<file path="config.mk">
export PLATFORM = sky130hd
export DESIGN_NAME = adc_dual_fmt
export DESIGN_NICKNAME = d
export VERILOG_FILES = /design/src/rtl/adc_fmt_pkg.sv /design/src/rtl/adc_fmt_phase.sv /design/src/rtl/adc_fmt_delay.sv /design/src/rtl/adc_fmt_outsel.sv /design/src/rtl/adc_dual_fmt.sv
export SDC_FILE = /design/constraint.sdc
export NUM_CORES = 1
export LEC_CHECK = 0
export ABC_AREA = 1
export ABC_CLOCK_PERIOD_IN_PS = 1300
export CELL_PAD_IN_SITES_DETAIL_PLACEMENT = 1
export CELL_PAD_IN_SITES_GLOBAL_PLACEMENT = 1
export CORE_AREA = 2 2 122 136
export CTS_CLUSTER_DIAMETER = 120
export DETAILED_ROUTE_END_ITERATION = 8
export DIE_AREA = 0 0 124 138
export HOLD_SLACK_MARGIN = 0.12
export PLACE_DENSITY_LB_ADDON = 0.1
export SETUP_SLACK_MARGIN = 0.3
export SYNTH_ARGS = -nofsm -noshare
export SYNTH_HDL_FRONTEND = slang
export SYNTH_SLANG_ARGS = --single-unit
</file>
<file path="constraint.sdc">
create_clock -name clk -period 1.3 [get_ports clk]
set_input_delay 0.26 -clock clk [delete_from_list [all_inputs] [get_ports clk]]
set_output_delay 0.26 -clock clk [all_outputs]
set_load 0.02 [all_outputs]
</file>
<file path="src/rtl/adc_fmt_pkg.sv">
package adc_fmt_pkg;
    parameter int CODE_W = 10;

    typedef logic [CODE_W-1:0] code_t;

    typedef struct packed {
        code_t a;
        code_t b;
        logic  vld;
    } tap_t;

    typedef enum logic [1:0] {
        MD_DUAL_SLOW = 2'd0,
        MD_DUAL_FAST = 2'd1,
        MD_SINGLE    = 2'd2
    } omode_e;

    function automatic omode_e decode_mode(logic m, logic s);
        if (s) return MD_SINGLE;
        return m ? MD_DUAL_FAST : MD_DUAL_SLOW;
    endfunction

    function automatic code_t code_fmt(code_t c, logic twos);
        code_t r;
        r = c;
        r[CODE_W-1] = c[CODE_W-1] ^ twos;
        return r;
    endfunction
endpackage

</file>
<file path="src/rtl/adc_fmt_phase.sv">
module adc_fmt_phase (
    input  logic clk,
    input  logic rst,
    input  logic full_rate,
    output logic smp
);
    logic ph_q;

    always_ff @(posedge clk) begin
        if (rst) ph_q <= 1'b0;
        else     ph_q <= ~ph_q;
    end

    assign smp = ~rst & (full_rate | ~ph_q);
endmodule

</file>
<file path="src/rtl/adc_fmt_delay.sv">
module adc_fmt_delay
    import adc_fmt_pkg::*;
#(
    parameter int DEPTH    = 9,
    parameter int LAT_SLOW = 8,
    parameter int LAT_FAST = 4,
    parameter int LAT_SGL  = 8
) (
    input  logic  clk,
    input  logic  rst,
    input  logic  smp,
    input  code_t raw_a,
    input  code_t raw_b,
    output tap_t  tap_slow,
    output tap_t  tap_fast,
    output tap_t  tap_sgl_a,
    output tap_t  tap_sgl_b
);
    tap_t taps [DEPTH];

    always_ff @(posedge clk) begin
        if (rst) taps[0] <= '0;
        else     taps[0] <= '{a: raw_a, b: raw_b, vld: smp};
    end

    for (genvar j = 1; j < DEPTH; j++) begin : g_stage
        always_ff @(posedge clk) begin
            if (rst) taps[j] <= '0;
            else     taps[j] <= taps[j-1];
        end
    end

    assign tap_slow  = taps[LAT_SLOW-1];
    assign tap_fast  = taps[LAT_FAST-1];
    assign tap_sgl_a = taps[LAT_SGL-1];
    assign tap_sgl_b = taps[LAT_SGL];
endmodule

</file>
<file path="src/rtl/adc_fmt_outsel.sv">
module adc_fmt_outsel
    import adc_fmt_pkg::*;
(
    input  logic   clk,
    input  logic   rst,
    input  omode_e omode,
    input  logic   twos_en,
    input  tap_t   tap_slow,
    input  tap_t   tap_fast,
    input  tap_t   tap_sgl_a,
    input  tap_t   tap_sgl_b,
    output code_t  bus_a_q,
    output code_t  bus_b_q,
    output logic   lck_q
);
    always_ff @(posedge clk) begin
        if (rst) begin
            bus_a_q <= '0;
            bus_b_q <= '0;
            lck_q   <= 1'b0;
        end else begin
            case (omode)
                MD_DUAL_SLOW: begin
                    if (tap_slow.vld) begin
                        bus_a_q <= code_fmt(tap_slow.a, twos_en);
                        bus_b_q <= code_fmt(tap_slow.b, twos_en);
                    end
                    lck_q <= tap_slow.vld;
                end
                MD_DUAL_FAST: begin
                    if (tap_fast.vld) begin
                        bus_a_q <= code_fmt(tap_fast.a, twos_en);
                        bus_b_q <= code_fmt(tap_fast.b, twos_en);
                    end
                    lck_q <= ~lck_q;
                end
                MD_SINGLE: begin
                    if (tap_sgl_a.vld) begin
                        bus_a_q <= code_fmt(tap_sgl_a.a, twos_en);
                        lck_q   <= 1'b1;
                    end else if (tap_sgl_b.vld) begin
                        bus_a_q <= code_fmt(tap_sgl_b.b, twos_en);
                        lck_q   <= 1'b0;
                    end
                end
                default: lck_q <= 1'b0;
            endcase
        end
    end
endmodule

</file>
<file path="src/rtl/adc_dual_fmt.sv">
module adc_dual_fmt
    import adc_fmt_pkg::*;
#(
    parameter int LAT_SLOW = 8,
    parameter int LAT_FAST = 4,
    parameter int LAT_SGL  = 8
) (
    input  logic              clk,
    input  logic              rst,
    input  logic [CODE_W-1:0] raw_a,
    input  logic [CODE_W-1:0] raw_b,
    input  logic              mode_sel,
    input  logic              single_bus,
    input  logic              twos_en,
    input  logic              oe_n,
    input  logic              stby,
    output logic [CODE_W-1:0] da,
    output logic              da_en,
    output logic [CODE_W-1:0] db,
    output logic              db_en,
    output logic              lck,
    output logic              lck_n,
    output logic              lck_en
);
    localparam int DEPTH = (LAT_SLOW > LAT_SGL + 1) ? LAT_SLOW : LAT_SGL + 1;

    omode_e omode;
    logic   smp;
    tap_t   tap_slow, tap_fast, tap_sgl_a, tap_sgl_b;
    code_t  bus_a_q, bus_b_q;
    logic   lck_q;
    logic   drive;

    assign omode = decode_mode(mode_sel, single_bus);

    adc_fmt_phase u_phase (
        .clk       (clk),
        .rst       (rst),
        .full_rate (omode == MD_DUAL_FAST),
        .smp       (smp)
    );

    adc_fmt_delay #(
        .DEPTH    (DEPTH),
        .LAT_SLOW (LAT_SLOW),
        .LAT_FAST (LAT_FAST),
        .LAT_SGL  (LAT_SGL)
    ) u_delay (
        .clk       (clk),
        .rst       (rst),
        .smp       (smp),
        .raw_a     (raw_a),
        .raw_b     (raw_b),
        .tap_slow  (tap_slow),
        .tap_fast  (tap_fast),
        .tap_sgl_a (tap_sgl_a),
        .tap_sgl_b (tap_sgl_b)
    );

    adc_fmt_outsel u_outsel (
        .clk       (clk),
        .rst       (rst),
        .omode     (omode),
        .twos_en   (twos_en),
        .tap_slow  (tap_slow),
        .tap_fast  (tap_fast),
        .tap_sgl_a (tap_sgl_a),
        .tap_sgl_b (tap_sgl_b),
        .bus_a_q   (bus_a_q),
        .bus_b_q   (bus_b_q),
        .lck_q     (lck_q)
    );

    assign drive  = ~oe_n & ~stby;
    assign da_en  = drive;
    assign db_en  = drive & ~single_bus;
    assign lck_en = drive;
    assign da     = da_en ? bus_a_q : '0;
    assign db     = db_en ? bus_b_q : '0;
    assign lck    = drive & lck_q;
    assign lck_n  = drive & ~lck_q;
endmodule

</file>
==> flow_metrics.tcl, run 1 <==
set metrics [dict create \
    rsz0062_at_grt "yes" \
    die_w_um 124 \
    ys_ff_latch 201 \
    critPathBufInv 2 \
    drt_iter0_markers 157 \
    slew_headroom_pct 79.08 \
    post-dp-hpwl_um 8844 \
    clk_pin_slew_worst_paths_ns 0.06 \
    synth_seq_area_share_pct 62.27 \
    switching_share_pct 21.77 \
    layout_min_cycle_time_ns 1.388 \
    p_sw_mw 2.953 \
    place_inst 1084 \
    cp-start-kind "flop" \
    fin_util_pct 56.85 \
    timing.fmax_mhz 720.4 \
    diodes 0 \
    holdWs_ns 0.2369 \
    drive_gt1_share_pct 27.23 \
    tightest_slew_ns 0.3138 \
    cts_tree "built" \
    wl_um 14730 \
    grt_max_degree 56 \
    fp-row-count 49 \
    syn_nets 857 \
    topRoutingLayerUsed "met4" \
    boundaryPins 52 \
    hold_viol_final 0 \
    intPower_mw 10.61 \
    final_cell_mix "200 x nor2_1, 181 x inv_1, 179 x dfxtp_1, 78 x nand2_1, 35 x buf_4" \
    num-nets-final 953 \
    cts_buffers 22 \
    fin_skew_ns 0.01113 \
    final_common_cell "nor2_1" \
    viasPerCell 4.274 \
    worstSetupPathType "reg2out" \
    maxCapViolations 0 \
    htreeDepth 1 \
    power_mw 13.56 \
    power_frac_comb_pct 7.6 \
    antenna_found_initial 0 \
    drc 0 \
    worstSkewPairLatency_ns 0.49 \
    routedWlPerCell_um 12.87 \
    power.density_mw_per_mm2 1497 \
    drv_slew 0 \
    num_vias 4889 \
    critPathMaxStageDelay_ns 0.39 \
    die_area_mm2 0.01711 \
    crit_family "flip-flops" \
    cts_root_buffer "clkbuf_16" \
    clock_sinks 201 \
    clockPowerShare_pct 45.4 \
    yosysWarnings 0 \
    hold_class "in2reg" \
    grt-ovfl-total 0 \
    end_kind "output pin" \
    power_leakage_nw 3.810 \
    grt_pass1_vias 4934 \
    setup_ws_ns -0.08815 \
    arrival_ns 1.13 \
    cp_slowest_cell "dfxtp_4" \
    wl_met1_um 5957 \
    syn_inst 830 \
    syn_avg_cell_area_um2 7.786 \
    vdd_drop_max_v 0.0009136 \
    met3_length_um 590 \
    yosysUniqueCellTypes 14 \
    core_area_mm2 0.01594 \
    drt_pre_antenna_iters 4 \
    grt_pass1_wl_um 22660 \
    portBuffers 51 \
    cts_hold_buf 0 \
    post-place-ws_ns -0.8495 \
    areaGrowthSynthToFinish_pct 40.23 \
    fin_cells 1144 \
    outcome "finished with violations" \
    grt.total_usage_pct 16.45 \
    critPathRequiredTime_ns 1.04 \
    start_util_pct 40.54 \
    setup_viol 22 \
    synth_area_mm2 0.006462 \
    place_congestion 0.7751 \
    fin_crit_sh_pct 106.8 \
    cts_buffer_depth 3 \
    ff2ff_setup_slack_ns 0.07 \
    die_h_um 138 \
    violations "setup timing" \
    pwr-share-seq_pct 47.0 \
    crit_fanout 3 \
    ant_nets 0 \
    met2WireLength_um 7705 \
    crit_chain "inv_4, nor2_4, buf_6" \
]
==> area by class of cell <==
type / count / area, um^2
Inverter: 207 / 792.0
Clock buffer: 34 / 686.9
Multi-Input combinational cell: 387 / 2042
Sequential cell: 201 / 4056
Fill cell: 1857 / 6878
Tap cell: 204 / 255.2
Clock inverter: 4 / 52.55
Timing Repair Buffer: 106 / 1169
Timing Repair inverter: 1 / 8.758
==> through the flow <==
| step | instance area [um^2] | TNS (ns) |
|---|---|---|
| after floorplan | 6651 | 0 |
| after global placement | 7565 | -27.23 |
| after detailed placement | 7565 | -28.32 |
| after CTS | 8733 | -1.142 |
| after global routing | 9062 | -2.227 |
| final | 9062 | -1.091 |
==> synthesized netlist by cell type <==
cell type  count  area (um^2)
o21ai_0        9        45.04
nor3_1         9        45.04
dfxtp_1      201         4024
buf_6          1        11.26
clkbuf_1      24        90.09
nor2_1       235        882.1
inv_2          2        7.510
buf_4          2        15.01
a31oi_1        1        6.260
inv_1        205        769.5
nand3_1       10        50.05
a21oi_1       12        60.06
buf_2          8        40.04
nand2_1      111        416.7
==> path summary, 6_finish.rpt <==
kind / start / to / cells past startpoint
max: u_outsel.lck_q / lck / 3
min: rst / u_delay.taps[4][11] / 3
max reg2reg: u_delay.taps[7][0] / u_outsel.bus_a_q[0] / 7
min reg2reg: u_delay.taps[5][19] / u_delay.taps[6][19] / 2
==> routing by layer <==
layer / vias to the layer above / global-route usage, %
met5: - / 0
li1: 2504 / -
met3: 35 / 3.300
met1: 2262 / 19.02
met2: 88 / 29.44
met4: 0 / 6.268
==> kinds of logic (layout without fill, tap and decap cells) <==
| group | count (synthesis) | count (layout) | share of synthesized area [%] |
|---|---|---|---|
| simple gates | 365 | 365 | 21.57 |
| buf+inv | 242 | 352 | 14.44 |
| flops | 201 | 201 | 62.27 |
| compound gates | 22 | 22 | 1.723 |
==> power groups by stage <==
stage	combinational [mW]	sequential, mW	clock (mW)
after floorplan	0.436	6.48	0
after global placement	0.712	6.49	0
after detailed placement	0.737	6.50	0
after CTS	0.885	6.37	6.35
after global routing	1.13	6.39	6.62
final	1.03	6.38	6.16
==> flip-flops by register name, summed over array words and instances (netlist names) <==
signal,count
u_outsel.bus_b_q,10
u_phase.ph_q,1
u_outsel.lck_q,1
u_delay.taps,179
u_outsel.bus_a_q,10
==> timing repair <==
action	CTS	global route
gates resized for setup	272	61
setup endpoints to repair	47	45
buffers inserted	7	8
pin swaps	20	31
cloned	5	2
==> tightest hold or removal path, delay by kind of cell <==
family        cells  cell delay (ns)
buf+inv           2             0.37
simple gates      1             0.06
Power figures use the tool's default switching activity.
==> run 2: changes to the inputs <==
CORE_AREA = 8 8 128 142   (was 2 2 122 136)
DIE_AREA = 0 0 136 150   (was 0 0 124 138)
TNS_END_PERCENT = 50   (was default)
==> flow_metrics.tcl, run 2 (synthesized netlist as in run 1, its figures left out) <==
set metrics [dict create \
    outcome "finished with violations" \
    violations "setup timing" \
    viasPerCell 4.229 \
    cp_slowest_cell "nor2_4" \
    intPower_mw 10.25 \
    crit_chain "buf_6, nor2_4, inv_2, nor2_4, buf_12, inv_8, nor2_4, buf_6" \
    core_area_mm2 0.01594 \
    boundaryPins 52 \
    timing.fmax_mhz 735.4 \
    cts_buffer_depth 3 \
    largest_reg_flops 179 \
    clk_pin_slew_worst_paths_ns 0.06 \
    fp-row-count 49 \
    post_dp_cell_area_mm2 0.007552 \
    worstSkewPairLatency_ns 0.47 \
    hold_class "in2reg" \
    layout_min_cycle_time_ns 1.360 \
    grt_max_degree 53 \
    num_vias 4813 \
    power_mw 13.05 \
    setup_viol 14 \
    worstSetupPathType "in2out" \
    drive_gt1_share_pct 26.12 \
    hold_viol_final 0 \
    power_leakage_nw 3.700 \
    arrival_ns 1.10 \
    drt_pre_antenna_iters 4 \
    fin_crit_sh_pct 104.6 \
    power.density_mw_per_mm2 1478 \
    num-nets-final 948 \
    vdd_drop_max_v 0.0008094 \
    grt_pass1_wl_um 22310 \
    multiInputGateArea_mm2 0.002029 \
    fin_skew_ns 0.01031 \
    start_util_pct 40.54 \
    grt-ovfl-total 0 \
    cp-start-kind "input port" \
    cts_root_buffer "clkbuf_16" \
    die_w_um 136 \
    nFillCells 1859 \
    grt_pass1_vias 4971 \
    slew_headroom_pct 81.14 \
    crit_fanout 5 \
    reg.largest.list "u_delay.taps x179, u_outsel.bus_a_q x10, u_outsel.bus_b_q x10" \
    maxCapViolations 0 \
    clockPowerShare_pct 44.0 \
    drc 0 \
    tightest_slew_ns 0.2829 \
    p_sw_mw 2.797 \
    switching_share_pct 21.43 \
    place_congestion 0.7871 \
    power_frac_comb_pct 7.2 \
    final-seq-area_mm2 0.004054 \
    setup_ws_ns -0.05984 \
    diodes 0 \
    drt_iter0_markers 133 \
    final_cell_mix "198 x nor2_1, 183 x inv_1, 181 x dfxtp_1, 83 x nand2_1, 43 x buf_4" \
    post-dp-hpwl_um 9025 \
    cpMostUsedCell "nor2_4" \
    ant_nets 0 \
    end_kind "output pin" \
    critPathRequiredTime_ns 1.04 \
    post-place-ws_ns -0.8369 \
    rsz0062_at_grt "yes" \
    wl_um 13410 \
    htreeDepth 1 \
    top_register "u_delay.taps" \
    clock_sinks 201 \
    cts_hold_buf 0 \
    portBuffers 51 \
    areaGrowthSynthToFinish_pct 36.59 \
    die_area_mm2 0.02040 \
    antenna_found_initial 0 \
    routedWlPerCell_um 11.78 \
    grt.total_usage_pct 13.24 \
    cts_buffers 21 \
    drv_slew 0 \
    critPathMaxStageDelay_ns 0.16 \
    holdWs_ns 0.2817 \
    cts_tree "built" \
    final_common_cell "nor2_1" \
    fin_area_mm2 0.008827 \
    pwr-share-seq_pct 48.8 \
    die_h_um 150 \
]
## run 2: cell types whose count changed in the layout (fill, tap and decap cells not counted), moves of 3 or more
cell,previous run,this run
buf_4,35,43
buf_6,33,27
buf_8,4,0
clkbuf_16,25,21
nand2_1,78,83
nand2_2,23,18
nor2_2,7,13
nor2_4,28,24
o21ai_0,7,2
o21ai_1,2,5
## run 2: timing repair
item / 4_1_cts / 5_1_grt
gates cloned: 1 / 0
buffers inserted: 8 / 8
setup endpoints to repair: 47 / 45
endpoints found under the hold margin: 0 / 0
gates resized for setup: 252 / 60
pin swaps: 58 / 49
## run 2: power groups by stage
stage	registers [mW]	logic, mW	clock network [mW]
after global placement	6.49	0.710	0
after floorplan	6.48	0.427	0
after detailed placement	6.49	0.737	0
final	6.37	0.936	5.74
after global routing	6.38	1.03	6.13
after CTS	6.37	0.866	5.91
## run 2: path summary, 6_finish.rpt
path / start / to / slack, ns / cells past startpoint
setup / recovery: stby / db[2] / -0.06 / 8
hold / removal: single_bus / u_outsel.bus_a_q[9] / 0.28 / 4
setup reg to reg: u_delay.taps[7][0] / u_outsel.bus_a_q[8] / 0.15 / 6
hold reg to reg: u_delay.taps[2][13] / u_delay.taps[3][13] / 0.39 / 2
## run 2: final cells by class
| class | count | share of cell area, % |
|---|---|---|
| Clock buffer | 33 | 7.144 |
| Inverter | 207 | 8.944 |
| Sequential cell | 201 | 45.92 |
| Timing Repair Buffer | 102 | 11.51 |
| Tap cell | 204 | 2.892 |
| Timing Repair inverter | 1 | 0.09922 |
| Clock inverter | 3 | 0.4961 |
| Multi-Input combinational cell | 387 | 22.99 |
## run 2: layer usage
layer  track usage, %  vias up  part of all wire (%)
met3            2.451       21                   3.9
met2            23.65       78                    50
met5                0        -                     0
met4            4.013        0                   2.0
met1            15.71     2220                    44
li1                 -     2494                     -
## run 2: worst max-delay path: cells and delay by family
kind	cells	cell delay, ns
and+or+nand+nor	3	0.38
buffers and inverters	5	0.44
## run 2: metrics by stage
| step | instances | setup TNS (ns) | util (%) |
|---|---|---|---|
| 6_report | 1138 | -0.4218 | 55.38 |
| 5_1_grt | 1138 | -1.349 | 55.38 |
| 4_1_cts | 1130 | -0.7788 | 53.93 |
| 3_5_place_dp | 1085 | -29.35 | 47.38 |
| 3_3_place_gp | 1085 | -28.00 | 47.38 |
| 2_1_floorplan | 830 | 0 | - |
==> run 3: changes to the inputs <==
PLACE_DENSITY = 0.81   (was default)
PLACE_DENSITY_LB_ADDON = default   (was 0.1)
==> flow_metrics.tcl, run 3 (synthesized netlist as in run 1, its figures left out) <==
set metrics [dict create \
    boundaryPins 52 \
    cts_root_buffer "clkbuf_16" \
    violations "setup timing" \
    critPathMaxStageDelay_ns 0.18 \
    whs_path_depth 4 \
    power_mw 13.78 \
    drt_pre_antenna_iters 4 \
    wl_um 15220 \
    cts_buffers 20 \
    fp-row-count 49 \
    clk_pin_slew_worst_paths_ns 0.06 \
    die_area_mm2 0.02040 \
    place_inst 1088 \
    final_common_cell "nor2_1" \
    portBuffers 51 \
    drive_gt1_share_pct 26.98 \
    nFillCells 1832 \
    cp_slowest_cell "nor2_4" \
    grt_pass1_vias 5134 \
    end_kind "output pin" \
    crit_chain "buf_6, nor2_4, inv_2, nor2_4, clkinv_4, nor2_4, buf_6" \
    crit_fanout 5 \
    ant_nets 0 \
    antenna_found_initial 0 \
    drt_iter0_markers 183 \
    final_cell_mix "198 x nor2_1, 183 x inv_1, 183 x dfxtp_1, 75 x nand2_1, 44 x buf_4" \
    fin_crit_sh_pct 107.2 \
    multiInputGateArea_mm2 0.002057 \
    grt_pass1_wl_um 23870 \
    htreeDepth 1 \
    setup_viol 19 \
    worstSetupPathType "in2out" \
    cts_buffer_depth 3 \
    post_dp_cell_area_mm2 0.007537 \
    reg.largest.list "u_delay.taps x179, u_outsel.bus_a_q x10, u_outsel.bus_b_q x10" \
    hold_viol_final 0 \
    cpMostUsedCell "nor2_4" \
    maxCapViolations 0 \
    post-dp-hpwl_um 8707 \
    diodes 0 \
    drc 0 \
    areaGrowthSynthToFinish_pct 38.55 \
    cp-start-kind "input port" \
    fin_area_mm2 0.008954 \
    place_congestion 0.8358 \
    num-nets-final 950 \
    top_register "u_delay.taps" \
    final-seq-area_mm2 0.004051 \
    die_h_um 150 \
    power.density_mw_per_mm2 1539 \
    worstSkewPairLatency_ns 0.49 \
    grt.total_usage_pct 14.43 \
    largest_reg_flops 179 \
    clock_sinks 201 \
    fin_cells 1138 \
    vdd_drop_max_v 0.0007136 \
    slew_headroom_pct 40.20 \
    viasPerCell 4.338 \
    setup_ws_ns -0.09415 \
    reg2reg_depth 7 \
    arrival_ns 1.13 \
    critPathRequiredTime_ns 1.04 \
    rsz0062_at_grt "yes" \
    fin_skew_ns 0.01253 \
    drv_slew 0 \
    die_w_um 136 \
    hold_class "in2reg" \
    holdWs_ns 0.2695 \
    layout_min_cycle_time_ns 1.394 \
    start_util_pct 40.54 \
    core_area_mm2 0.01594 \
    timing.fmax_mhz 717.3 \
    grt_max_degree 62 \
    power_leakage_nw 3.761 \
    num_vias 4937 \
    fin_util_pct 56.17 \
    tightest_slew_ns 0.8960 \
    outcome "finished with violations" \
    routedWlPerCell_um 13.37 \
    grt-ovfl-total 0 \
    cts_tree "built" \
]
==> run 3: cell types whose count changed in the layout (fill, tap and decap cells not counted), sizes merged <==
cell and change:
inv -1, buf +3, clkinv +1, bufinv +4, clkbuf -7
==> run 3: routing by layer <==
layer  routed length, um  global-route usage, %  share of wire, %  vias up
li1                    -                      -                 -     2502
met1                6337                  16.68                42     2308
met2                7672                  25.08                50       91
met3                 579                  2.048               3.8       36
met4                 627                  8.081               4.1        0
met5                   0                      0                 0        -
==> run 3: stage by stage <==
step           setup WS, ns  TNS, ns
2_1_floorplan      0.001078        0
3_3_place_gp        -0.8065   -27.88
3_5_place_dp        -0.8459   -29.94
4_1_cts            -0.08970  -0.8738
5_1_grt             -0.1470   -1.869
6_report           -0.09415  -0.8655
==> run 3: area by class of cell <==
type | count | share of cell area, %
Multi-Input combinational cell | 387 | 22.97
Clock inverter | 7 | 1.831
Clock buffer | 26 | 6.526
Timing Repair inverter | 1 | 0.09782
Inverter | 207 | 8.818
Timing Repair Buffer | 105 | 11.65
Sequential cell | 201 | 45.25
Tap cell | 204 | 2.851
==> run 3: what timing repair did <==
action	4_1_cts	5_1_grt
setup buffers	11	5
endpoints found under the setup margin	47	45
pin swaps	52	50
resized for setup	272	61
gates cloned	1	0
hold buffers	0	0
==> run 3: report_power, final <==
group | switching [mW] | internal (mW) | total [mW] | leakage [nW]
clock | 2.28 | 4.14 | 6.43 | 0.367
sequential | 0.0552 | 6.32 | 6.37 | 1.64
combinational | 0.554 | 0.426 | 0.980 | 1.75
==> run 3: worst max-delay path, delay by kind of cell <==
kind                   cells  cell delay, ns
buffers and inverters      4            0.44
and+or+nand+nor            3            0.44
==> run 3: final timing paths <==
path	slack, ns	from	endpoint
worst max-delay path	-0.09	oe_n	db[7]
worst min-delay path	0.27	single_bus	u_outsel.lck_q
worst max register to register	0.05	u_delay.taps[7][0]	u_outsel.bus_a_q[1]
worst min register to register	0.39	u_delay.taps[2][12]	u_delay.taps[3][12]
